### src/rtl/vtt_pkg.sv
package vtt_pkg;
   // Which stretch of the frame the vertical counter is covering
   typedef enum logic [1:0] {
      PH_LOW   = 2'd0,   // lines 0 .. 2**VCW-1, count is the line number
      PH_HIGH  = 2'd1,   // count plus 2**VCW is the line number
      PH_BLANK = 2'd2    // vertical blanking, count is offset past the visible area
   } vphase_e;
endpackage

### src/rtl/vtt_hcell.sv
module vtt_hcell #(
   parameter int H_TOTAL  = 100,
   parameter int H_VIS    = 80,
   parameter int HS_FIRST = 82,
   parameter int HS_LAST  = 93,
   localparam int HW      = $clog2(H_TOTAL)
) (
   input  logic          clk,
   input  logic          rst_n,
   input  logic          v_on,
   output logic [HW-1:0] col,
   output logic          hs_act,
   output logic          h_on,
   output logic          line_step
);
   localparam logic [HW-1:0] WRAP_DEC = HW'(H_TOTAL - 2);
   localparam logic [HW-1:0] LAST_COL = HW'(H_TOTAL - 1);
   localparam logic [HW-1:0] VIS_LAST = HW'(H_VIS - 1);
   localparam logic [HW-1:0] HS_DEC   = HW'(HS_FIRST - 1);
   localparam logic [HW-1:0] HS_END   = HW'(HS_LAST);

   generate
      if (H_TOTAL < 3 || H_VIS < 1 || HS_FIRST <= H_VIS || HS_LAST < HS_FIRST
          || HS_LAST >= H_TOTAL) begin : g_bad_h
         $error("vtt_hcell: horizontal timing parameters out of order");
      end
   endgenerate

   logic wrap_q;

   // the cycle before hsync turns on; the vertical side steps at that edge
   assign line_step = (col == HS_DEC);

   always_ff @(posedge clk or negedge rst_n) begin
      if (!rst_n) begin
         col    <= '0;
         wrap_q <= 1'b0;
         hs_act <= 1'b0;
         h_on   <= 1'b0;
      end else begin
         wrap_q <= (col == WRAP_DEC);
         col    <= wrap_q ? '0 : col + 1'b1;

         if (col == HS_DEC)
            hs_act <= 1'b1;
         else if (col == HS_END)
            hs_act <= 1'b0;

         if (col == LAST_COL)
            h_on <= v_on;
         else if (col == VIS_LAST)
            h_on <= 1'b0;
      end
   end
endmodule

### src/rtl/vtt_vline.sv
module vtt_vline
   import vtt_pkg::*;
#(
   parameter int VCW      = 8,
   parameter int P2_LAST  = 223,
   parameter int P3_LAST  = 44,
   parameter int VS_FIRST = 10,
   parameter int VS_LAST  = 11,
   localparam int V_VIS   = (1 << VCW) + P2_LAST + 1,
   localparam int V_TOTAL = V_VIS + P3_LAST + 1,
   localparam int LW      = $clog2(V_TOTAL)
) (
   input  logic          clk,
   input  logic          rst_n,
   input  logic          step,
   output logic [LW-1:0] line,
   output logic          v_on,
   output logic          vs_act
);
   localparam logic [VCW-1:0] CNT_MAX = '1;
   localparam logic [VCW-1:0] P2_END  = VCW'(P2_LAST);
   localparam logic [VCW-1:0] P2_DEC  = VCW'(P2_LAST - 1);
   localparam logic [VCW-1:0] P3_END  = VCW'(P3_LAST);
   localparam logic [VCW-1:0] P3_DEC  = VCW'(P3_LAST - 1);
   localparam logic [VCW-1:0] VS_DEC0 = VCW'(VS_FIRST - 1);
   localparam logic [VCW-1:0] VS_DEC1 = VCW'(VS_LAST - 1);

   generate
      if (P2_LAST < 1 || P2_LAST >= (1 << VCW) || P3_LAST < 1 || P3_LAST >= (1 << VCW)
          || VS_FIRST < 1 || VS_LAST < VS_FIRST || VS_LAST > P3_LAST) begin : g_bad_v
         $error("vtt_vline: vertical timing parameters out of range");
      end
   endgenerate

   logic [VCW-1:0] vcnt;
   vphase_e        phase;
   logic           vrst_q;

   always_ff @(posedge clk or negedge rst_n) begin
      if (!rst_n) begin
         vcnt   <= '0;
         phase  <= PH_LOW;
         vrst_q <= 1'b0;
         vs_act <= 1'b0;
      end else if (step) begin
         vrst_q <= (phase == PH_HIGH  && vcnt == P2_DEC) ||
                   (phase == PH_BLANK && vcnt == P3_DEC);
         vcnt   <= vrst_q ? '0 : vcnt + 1'b1;
         vs_act <= (phase == PH_BLANK) && (vcnt >= VS_DEC0) && (vcnt <= VS_DEC1);
         unique case (phase)
            PH_LOW:   if (vcnt == CNT_MAX) phase <= PH_HIGH;
            PH_HIGH:  if (vcnt == P2_END)  phase <= PH_BLANK;
            PH_BLANK: if (vcnt == P3_END)  phase <= PH_LOW;
            default:  phase <= PH_LOW;
         endcase
      end
   end

   assign v_on = (phase != PH_BLANK);

   always_comb begin
      unique case (phase)
         PH_HIGH:  line = LW'(1 << VCW) + LW'(vcnt);
         PH_BLANK: line = LW'(V_VIS) + LW'(vcnt);
         default:  line = LW'(vcnt);
      endcase
   end
endmodule

### src/rtl/vga_text_timing.sv
module vga_text_timing #(
   parameter int H_TOTAL    = 100,
   parameter int H_VIS      = 80,
   parameter int HS_FIRST   = 82,
   parameter int HS_LAST    = 93,
   parameter int VCW        = 8,
   parameter int P2_LAST    = 223,
   parameter int P3_LAST    = 44,
   parameter int VS_FIRST   = 10,
   parameter int VS_LAST    = 11,
   parameter bit SYNC_LOW   = 1'b1,
   localparam int HW        = $clog2(H_TOTAL),
   localparam int V_TOTAL   = (1 << VCW) + P2_LAST + 1 + P3_LAST + 1,
   localparam int LW        = $clog2(V_TOTAL)
) (
   input  logic          clk,
   input  logic          rst_n,
   output logic          hsync,
   output logic          vsync,
   output logic          de,
   output logic [HW-1:0] col,
   output logic [LW-1:0] line
);
   logic hs_act, vs_act, h_on, v_on, line_step;

   vtt_hcell #(
      .H_TOTAL(H_TOTAL), .H_VIS(H_VIS), .HS_FIRST(HS_FIRST), .HS_LAST(HS_LAST)
   ) u_h (
      .clk(clk), .rst_n(rst_n), .v_on(v_on), .col(col),
      .hs_act(hs_act), .h_on(h_on), .line_step(line_step)
   );

   vtt_vline #(
      .VCW(VCW), .P2_LAST(P2_LAST), .P3_LAST(P3_LAST),
      .VS_FIRST(VS_FIRST), .VS_LAST(VS_LAST)
   ) u_v (
      .clk(clk), .rst_n(rst_n), .step(line_step),
      .line(line), .v_on(v_on), .vs_act(vs_act)
   );

   assign de = h_on;

   generate
      if (SYNC_LOW) begin : g_sync_low
         assign hsync = ~hs_act;
         assign vsync = ~vs_act;
      end else begin : g_sync_high
         assign hsync = hs_act;
         assign vsync = vs_act;
      end
   endgenerate
endmodule

### config.mk
export PLATFORM = sky130hd
export DESIGN_NAME = vga_text_timing
export DESIGN_NICKNAME = d
export VERILOG_FILES = /design/src/rtl/vtt_pkg.sv /design/src/rtl/vtt_hcell.sv /design/src/rtl/vtt_vline.sv /design/src/rtl/vga_text_timing.sv
export SDC_FILE = /design/constraint.sdc
export NUM_CORES = 1
export LEC_CHECK = 0
export BUFFER_PORTS_ARGS = -buffer_cell sky130_fd_sc_hd__buf_2
export CAP_MARGIN = 20
export CELL_PAD_IN_SITES_DETAIL_PLACEMENT = 1
export CELL_PAD_IN_SITES_GLOBAL_PLACEMENT = 2
export CORE_ASPECT_RATIO = 2
export CORE_MARGIN = 2
export CORE_UTILIZATION = 37
export DETAILED_ROUTE_END_ITERATION = 16
export PLACE_DENSITY = 0.88
export RECOVER_POWER = 50
export SETUP_SLACK_MARGIN = 0.2
export SYNTH_ARGS = -nofsm -noshare
export SYNTH_HDL_FRONTEND = slang
export SYNTH_SLANG_ARGS = --single-unit
export TNS_END_PERCENT = 1
### constraint.sdc
create_clock -name clk -period 3.42 [get_ports clk]
set_input_delay 0.342 -clock clk [delete_from_list [all_inputs] [get_ports clk]]
set_output_delay 0.342 -clock clk [all_outputs]
set_load 0.01 [all_outputs]
# == Word-level counts from Yosys, hierarchy flattened ==
# Index checks and enable logic that the tools add are counted.
# Widths: inputs -> output; s select.
# word_totals
input_bits,2
output_inout_bits,20
register_bits,22
word_cells,52
# classes
add_sub_neg,4
bitwise,2
reduce_logical,9
n_eq_ne,16
mux,11
order_cmp,2
# op_table
operator,n
$eq 7x7->1 const B,5
$eq 8x8->1 const B,3
$add 9x8->10 const A,2
$pmux 10 s2,1
$eq 8x6->1 const B,2
$add 8x1->8 const B,1
$ge 8x4->1 const B,1
$le 8x4->1 const B,1
$mux 8,1
$add 7x1->7 const B,1
$mux 7,1
$mux 2,3
$ne 2x2->1 const B,3
$pmux 2 s3,1
$logic_and 1x1->1,4
$mux 1,4
$reduce_and 4->1,1
$reduce_bool 2->1,2
$eq 2x1->1 const B,1
$eq 2x2->1 const B,1
$logic_not 2->1,1
$ne 2x1->1 const B,1
$not 1->1,2
$logic_or 1x1->1,1

# == Longest topological paths before layout ==
# Gate-level depths: netlist of the first run.
# depth
word_depth,3
ltp_mapped,7
depth_no_buf,6

# == Cells and area by module ==
# Synthesis of the first run repeated with hierarchy kept, for this count alone.
# hier_totals
hier_cells,161
hier_area_um2,1450.1
# modules_own_cells
module,cells_per_inst,n_inst,area_each_um2,seq_area_each_um2
vtt_vline,110,1,948.4,300.3
vtt_hcell,49,1,494.2,250.2
vga_text_timing,2,1,7.5,0.0

# == Worst setup path before layout of the first run ==
# No wires, ideal clock.
# synth_path
path_kind,reg-to-reg
from,reg u_h.col[1]
to,reg u_v.vs_act
setup_slack_ps,1607
synth_period_minus_slack_ps,1813
n_path_buf,1
arrival_ps,1739
path_stages_with_launch,8
t_required_ps,3346
setup_time_ps,74
path_cell_list,dfrtp_1 inv_1 ha_1 nand4b_4 or2_1 buf_6 or4_4 o21ai_2
# synth_via
elab_chain_len,1
# synth_lines
element,line_no,source
from (decl),vtt_hcell.sv:11,"output logic [HW-1:0] col,"
from (signal assigned),vtt_hcell.sv:42,col <= wrap_q ? '0 : col + 1'b1;
$eq 7x7->1,vtt_hcell.sv:32,assign line_step = (col == HS_DEC);
to (signal assigned),vtt_vline.sv:49,vs_act <= (phase == PH_BLANK) && (vcnt >= VS_DEC0) && (vcnt <= VS_DEC1);
to (decl),vtt_vline.sv:18,output logic vs_act
# No other way between the ends.
# A chain may end at the register's enable or synchronous reset.

# == Worst setup path after layout of the first run ==
# layout_path
from,reg u_v.vcnt[5]
to,out line[7]
# layout_via
elab_chain_len,2
elab_cells_between_ends,3
classes_between,add/sub: 2; mux: 1
# layout_lines
element,line_no,source
from (decl),vtt_vline.sv:35,logic [VCW-1:0] vcnt;
from (signal assigned),vtt_vline.sv:48,vcnt <= vrst_q ? '0 : vcnt + 1'b1;
"$add 9x8->10, on equally long branches","vtt_vline.sv:64, vtt_vline.sv:63",
$pmux 10 s2 *,vtt_vline.sv:62,unique case (phase)
to (decl),vga_text_timing.sv:22,output logic [LW-1:0] line
# Mark *: on every way between the ends. The rest lies on a longest branch, timed or not.

==> flow_summary_export.csv, run 1 <==
group,metric,value,unit
run_status,status,"finished clean",
clocking,cts.repair.resized,0,
synthesis,yosysTopAreaCell,"dfrtp_1",
global_routing,grt_use_met2,0.381,
clocking,cts_setup_buffers,0,
power_and_ir_drop,power_density,282,nW/um^2
setup_path,required,3080,ps
floorplan,io_pins,22,
synthesis,synth_area,1470,sq um
synthesis,synth_area_leaders,"dfrtp_1 (37%), ha_1 (13%), o21ai_0 (4.4%), inv_1 (3.6%), nand2_1 (3.3%)",
route,drc_errors,0,
power_and_ir_drop,swShare,0.201,
placed_design,dpl.cell_count,220,
power_and_ir_drop,clkPwrFrac,0.415,
global_routing,top_usage_layer,"met2",
sta,tns,0,ps
power_and_ir_drop,combPwrFrac,0.012,
global_routing,grt_use_met3,0.0176,
sta,finalCriticalPeriod,2090,ps
synthesis,yosysSeqAreaShare,0.374,
route,wirelength,3790,um
power_and_ir_drop,totalPowerFinal,454,uW
floorplan,rows,32,
global_routing,overflow,0,
global_routing,antenna_found_initial,0,
setup_path,cp-start-kind,"register",
clocking,cts_max_level,1,
clocking,cts_num_sinks,22,
power_and_ir_drop,seqPwrFrac,0.573,
synthesis,syn_inst,160,
clocking,worst_skew_pair.late_latency,260,ps
global_routing,grt_max_degree,23,
synthesis,yosys-top-cells-count,"dfrtp_1 (22), ha_1 (15), inv_1 (14)",
setup_path,worstSetupEndpointType,"output pin",
synthesis,yosysTopAreaCellShare,0.374,
floorplan,initial_core_util,0.383,
synthesis,syn_area_per_cell,9.20,sq um
sta,setup_viol,0,
power_and_ir_drop,power_leakage,0.733,nW
final_layout,syn_to_final_growth,9.18,%
synthesis,synth_most_common_cell,"dfrtp_1",
sta,fmax,478,MHz
sta,post-route-period-util,0.611,
final_layout,design_area,1610,sq um
clocking,root_buffer,"clkbuf_8",
clocking,cts_made_buffers,3,
clocking,clk_path_buf_depth,2,
synthesis,synthArstFlopShare,1.00,
route,routed_via_density,5.33,
clocking,clk_pin_slew,80,ps
job,cap_violations,0,
synthesis,synthesis.nets,177,
route,antenna_left,0,
setup_path,path_class,"reg -> out",
setup_path,cp_max_fo,10,
setup_path,cp_data_arrival_time,1750,ps
route,wire_per_inst,16.9,um
min_path,hold_class,"in -> async",
global_routing,grt_use_total,0.182,
final_layout,layout-drive-gt1-share,0.145,
synthesis,synth_cell_type_count,44,
sta,rsz0062_at_grt,"no",
sta,slew_violations,0,
power_and_ir_drop,power_switching,91.1,uW
sta,fin_worst_skew,1.28,ps
final_layout,antenna_cells,0,
final_layout,layoutNonFillerInstCount,224,
clocking,cts_tree,"yes",
route,num_vias,1194,
clocking,hold_buffers,0,
synthesis,synth_edf_count,0,
sta,finalHoldViolations,0,
synthesis,yosys_warnings,0,
global_routing,grt_pass1_wl,6370,um
final_layout,nNetsFinal,191,
sta,hold_ws,324,ps
sta,slew_headroom,0.165,
placed_design,place.detailed.hpwl,3010,um
power_and_ir_drop,internal-power,363,uW
placed_design,finalWeightedCongestion,0.804,
floorplan,die_w,48.6,um
route,dr.pass1.iters,4,
floorplan,die_area,4530,sq um
sta,tightest_slew,1250,ps
global_routing,gr-usage-met1,0.177,
power_and_ir_drop,vdd_ir_drop_max,0.204,mV
route,first_iter_violations,20,
global_routing,grt_pass1_vias,1305,
synthesis,synth_seq_cells,22,
floorplan,core_area,3840,sq um
placed_design,placed_area,1560,sq um
placed_design,io_buffers,21,
floorplan,die_h,93.2,um
synthesis,ys.flop_type,"dfrtp_1",
==> cells by family (layout without fill, tap and decap cells) <==
kind of cell | Yosys count | count (layout) | synth area share
adders and majority gates | 15 | 15 | 0.127
and+or+nand+nor | 59 | 59 | 0.229
AOI/OAI and AO/OA | 29 | 29 | 0.120
DFF | 22 | 22 | 0.374
xor gates and xnor gates | 4 | 4 | 0.0238
muxes | 5 | 5 | 0.0348
buffers and inverters | 26 | 39 | 0.0909
==> cells in the final DEF (no fill, tap or decap), drive strengths merged, types with 2 or more instances in the layout <==
cell type  netlist  final
a21oi            4      4
and3             3      3
buf              8     15
clkbuf           4     10
dfrtp           22     22
ha              15     15
inv             14     14
mux2i            4      4
nand2           13     13
nand3            7      7
nand4            2      2
nand4b           2      2
nor2            13     13
nor3             3      3
nor4             3      3
o21a             2      2
o21ai           14     14
o22ai            3      3
o41ai            2      2
or2              2      2
or3              2      2
xnor2            2      2
xor2             2      2
==> registers in the layout (all words and copies together), names as in the netlist <==
| signal | flops |
|---|---|
| u_h.col | 7 |
| u_v.vrst_q | 1 |
| u_v.phase | 2 |
| u_h.h_on | 1 |
| u_h.wrap_q | 1 |
| u_v.vs_act | 1 |
| u_h.hs_act | 1 |
| u_v.vcnt | 8 |
==> path summary, 6_finish.rpt <==
kind                                     startpoint                  endpoint  slack, ps  depth (start not counted)
setup / recovery            u_v.vcnt[5]$_DFFE_PN0P_                   line[7]       1330                          5
hold / removal                                rst_n    u_v.vs_act$_DFFE_PN0P_        320                          1
setup reg to reg               u_h.col[1]$_DFF_PN0_    u_v.vs_act$_DFFE_PN0P_       1540                          6
hold reg to reg            u_v.phase[1]$_DFFE_PN0P_  u_v.phase[1]$_DFFE_PN0P_        560                          1
max in group asynchronous                     rst_n      u_h.col[1]$_DFF_PN0_       2350                          1
min in group clk           u_v.phase[1]$_DFFE_PN0P_  u_v.phase[1]$_DFFE_PN0P_        560                          1
==> metrics by stage <==
stage / setup WS [ps] / utilization
after floorplan: 1610 / -
after global placement: 1600 / 0.406
after detailed placement: 1550 / 0.406
after CTS: 1280 / 0.420
after global routing: 1200 / 0.418
final: 1330 / 0.418
==> area by class of cell <==
type / instances / area, sq um
Tap cell: 51 / 63.8
Timing Repair Buffer: 21 / 97.6
Sequential cell: 22 / 551
Clock buffer: 4 / 55.1
Multi-Input combinational cell: 112 / 788
Fill cell: 498 / 2240
Inverter: 14 / 52.6
==> power groups by stage <==
stage                     combinational (mW)  clock, mW  sequential (mW)
final                                0.00539      0.188            0.260
after floorplan                  0.000000381          0            0.265
after detailed placement             0.00623          0            0.265
after CTS                            0.00604      0.196            0.260
after global placement               0.00594          0            0.265
after global routing                 0.00633      0.206            0.260
==> critical path: stages, from the launching register on <==
cell,delay [ps]
dfrtp_1,540
inv_1,150
ha_1,220
ha_1,260
o21ai_0,160
buf_2,160
==> routing by layer <==
metal | vias to the layer above | routed length [um]
met5 | - | 0
met4 | 0 | 27
met3 | 2 | 61
met2 | 16 | 2310
met1 | 600 | 1390
li1 | 576 | -
No activity file was read; power rests on OpenSTA's default activity.
==> inputs of run 2 (changes only) <==
--- a/config.mk
+++ b/config.mk
@@ -5,15 +5,16 @@
 export SDC_FILE = /design/constraint.sdc
 export NUM_CORES = 1
 export LEC_CHECK = 0
+export ABC_AREA = 1
 export BUFFER_PORTS_ARGS = -buffer_cell sky130_fd_sc_hd__buf_2
 export CAP_MARGIN = 20
 export CELL_PAD_IN_SITES_DETAIL_PLACEMENT = 1
 export CELL_PAD_IN_SITES_GLOBAL_PLACEMENT = 2
 export CORE_ASPECT_RATIO = 2
 export CORE_MARGIN = 2
-export CORE_UTILIZATION = 37
+export CORE_UTILIZATION = 29
 export DETAILED_ROUTE_END_ITERATION = 16
-export PLACE_DENSITY = 0.88
+export PLACE_DENSITY = 0.79
 export RECOVER_POWER = 50
 export SETUP_SLACK_MARGIN = 0.2
 export SYNTH_ARGS = -nofsm -noshare
==> constraint.sdc (replaced) <==
create_clock -name clk -period 1.8 [get_ports clk]
set_input_delay 0.18 -clock clk [delete_from_list [all_inputs] [get_ports clk]]
set_output_delay 0.18 -clock clk [all_outputs]
set_load 0.01 [all_outputs]
==> run 2 against run 1 <==
  * Global-route usage shrank 2.4 points
  * Utilization shrank 3.7 points
  * First-iteration DRC count shrank 20%
  * Clock skew grew 7.7 ps
  * Flip-flop and latch count is the same
  * Area after synthesis shrank 0.17%
  * Critical path depth grew 1
  * Via count grew 13%
  * Total power grew 120%
  * Register-to-register slack lost 1300 ps
==> flow_summary_export.csv, run 2 <==
group,metric,value,unit
synthesis,synth_cell_type_count,25,
synthesis,yosysSeqAreaShare,0.374,
synthesis,yosys_warnings,0,
sta,setup_viol,0,
sta,rsz0062_at_grt,"yes",
placed_design,finalWeightedCongestion,0.809,
route,wire_per_inst,14.9,um
sta,tightest_slew,613,ps
clocking,cts_max_level,1,
synthesis,syn_area_per_cell,7.86,sq um
min_path,hold_class,"in -> async",
floorplan,rows,36,
global_routing,grt_max_degree,23,
final_layout,multi_input_area,840,sq um
final_layout,seqCellArea,552,sq um
synthesis,yosysTopAreaCellShare,0.374,
setup_path,path_class,"reg -> out",
sta,slew_headroom,0.592,
synthesis,synth_area_leaders,"dfrtp_1 (37%), ha_1 (13%), nand2_1 (8.4%), inv_1 (7.1%), nor2_1 (5.1%)",
power_and_ir_drop,power_leakage,0.894,nW
setup_path,worst-r2r-setup-slack,290,ps
route,dr.pass1.iters,3,
global_routing,grt_pass1_wl,6480,um
global_routing,antenna_found_initial,0,
route,num_vias,1350,
final_layout,layout-drive-gt1-share,0.257,
power_and_ir_drop,vdd_ir_drop_max,0.320,mV
setup_path,required,1620,ps
synthesis,yosys-top-cells-count,"nand2_1 (33), inv_1 (28), dfrtp_1 (22)",
floorplan,initial_core_util,0.302,
clocking,root_buffer,"clkbuf_8",
synthesis,synth_seq_cells,22,
setup_path,path_buf_inv,3,
clocking,cts_made_buffers,3,
placed_design,io_buffers,21,
final_layout,final_cell_mix,"nand2_1 (32), inv_1 (22), dfrtp_1 (21), nor2_1 (19), buf_2 (12)",
setup_path,cp_data_arrival_time,1470,ps
setup_path,worstSetupEndpointType,"output pin",
final_layout,reg.largest.list,"u_v.vcnt x8, u_h.col x7, u_v.phase x2",
setup_path,critPathSlowestCell,"dfrtp_1",
floorplan,die_h,105,um
final_layout,largest_reg_flops,8,
sta,fmax,607,MHz
floorplan,core_area,4860,sq um
synthesis,synth_most_common_cell,"nand2_1",
route,antenna_left,0,
sta,finalHoldViolations,0,
sta,finalCriticalPeriod,1650,ps
final_layout,regMostFlops,"u_v.vcnt",
global_routing,grt_pass1_vias,1406,
route,routed_via_density,4.91,
final_layout,layout_commonest_cell,"nand2_1",
run_status,status,"finished clean",
sta,fin_worst_skew,9.00,ps
synthesis,syn_inst,187,
floorplan,die_area,5690,sq um
setup_path,crit_family,"flip-flops",
sta,tns,0,ps
route,drc_errors,0,
clocking,cts_num_sinks,22,
power_and_ir_drop,power_density,530,nW/um^2
synthesis,ys.flop_type,"dfrtp_1",
global_routing,grt_use_total,0.158,
synthesis,synth_edf_count,0,
final_layout,nNetsFinal,236,
global_routing,overflow,0,
setup_path,max_stage_delay,400,ps
sta,post-route-period-util,0.915,
job,cap_violations,0,
clocking,clk_pin_slew,90,ps
sta,slew_violations,0,
clocking,cts_tree,"yes",
floorplan,io_pins,22,
route,first_iter_violations,16,
setup_path,cp_max_fo,3,
setup_path,cp-start-kind,"register",
synthesis,synth_area,1470,sq um
clocking,clk_path_buf_depth,2,
final_layout,fillers,602,
synthesis,synthArstFlopShare,1.00,
power_and_ir_drop,totalPowerFinal,984,uW
synthesis,synthesis.nets,204,
final_layout,antenna_cells,0,
clocking,worst_skew_pair.late_latency,270,ps
route,wirelength,4090,um
floorplan,die_w,54.3,um
placed_design,place.detailed.hpwl,3140,um
setup_path,path_cells,"buf_4, buf_6, ha_4, nor2_4, o22ai_2, buf_2",
synthesis,yosysTopAreaCell,"dfrtp_1",
final_layout,syn_to_final_growth,26.1,%
-- run 2: changes by cell type after synthesis, sizes merged, moves of 4 or more --
cell	before	now
mux2i	4	0
nor2	13	24
nand3	7	12
nor3	3	8
clkbuf	4	0
inv	14	30
nand2	13	35
nand4	2	7
-- run 2: routing by layer --
layer | up-vias | share of wire | global-route usage
met1 | 645 | 0.35 | 0.147
met2 | 26 | 0.58 | 0.293
met5 | - | 0 | 0
met4 | 0 | 0.055 | 0.104
li1 | 664 | - | -
met3 | 15 | 0.018 | 0.0157
-- run 2: metrics by stage --
step	std cells	util	instance area [sq um]	hold WS [ps]	setup slack, ps
global placement	261	0.332	1620	208	291
floorplan	187	-	1470	-116	400
finish	275	0.381	1850	449	153
detailed placement	261	0.332	1620	199	294
CTS	271	0.365	1780	448	173
global route	275	0.381	1850	512	108
-- run 2: cell type report --
| cell class | instances | area share |
|---|---|---|
| clock buffers | 3 | 0.0223 |
| well taps | 57 | 0.0385 |
| multi-input cells | 128 | 0.453 |
| clock inverters | 1 | 0.0162 |
| flip-flops and latches | 22 | 0.298 |
| inverters | 30 | 0.0634 |
| repair buffers | 34 | 0.109 |
-- run 2: cells by family after synthesis --
logic type               synth area share
adder cells (fa/ha/maj)             0.128
AND/OR/NAND/NOR                     0.300
buffers and inverters               0.113
AO/OA/AOI/OAI                      0.0851
flip-flops                          0.374
-- run 2: report_power, final --
group          internal (mW)  switching, mW
clock                  0.297          0.180
combinational        0.00215         0.0106
sequential             0.494              0
total                  0.793          0.190
-- run 2: worst paths after layout --
path / cells past startpoint / from / endpoint
max: 6 / u_v.phase[0]$_DFFE_PN0P_ / line[7]
min: 2 / rst_n / u_v.vs_act$_DFFE_PN0P_
max reg2reg: 6 / u_h.col[2]$_DFF_PN0_ / u_v.vcnt[2]$_DFFE_PN0P_
min reg2reg: 2 / u_h.hs_act$_DFFE_PN0P_ / u_h.hs_act$_DFFE_PN0P_
max in group asynchronous: 2 / rst_n / u_v.vcnt[6]$_DFFE_PN0P_
min in group clk: 2 / u_h.hs_act$_DFFE_PN0P_ / u_h.hs_act$_DFFE_PN0P_
-- run 2: repair_timing --
action / CTS / global route
hold buffers: 1 / 0
buffers inserted: 5 / 4
endpoints found under the setup margin: 5 / 9
endpoints found under the hold margin: 22 / 0
gates resized for setup: 14 / 12
pin swaps: 3 / 5
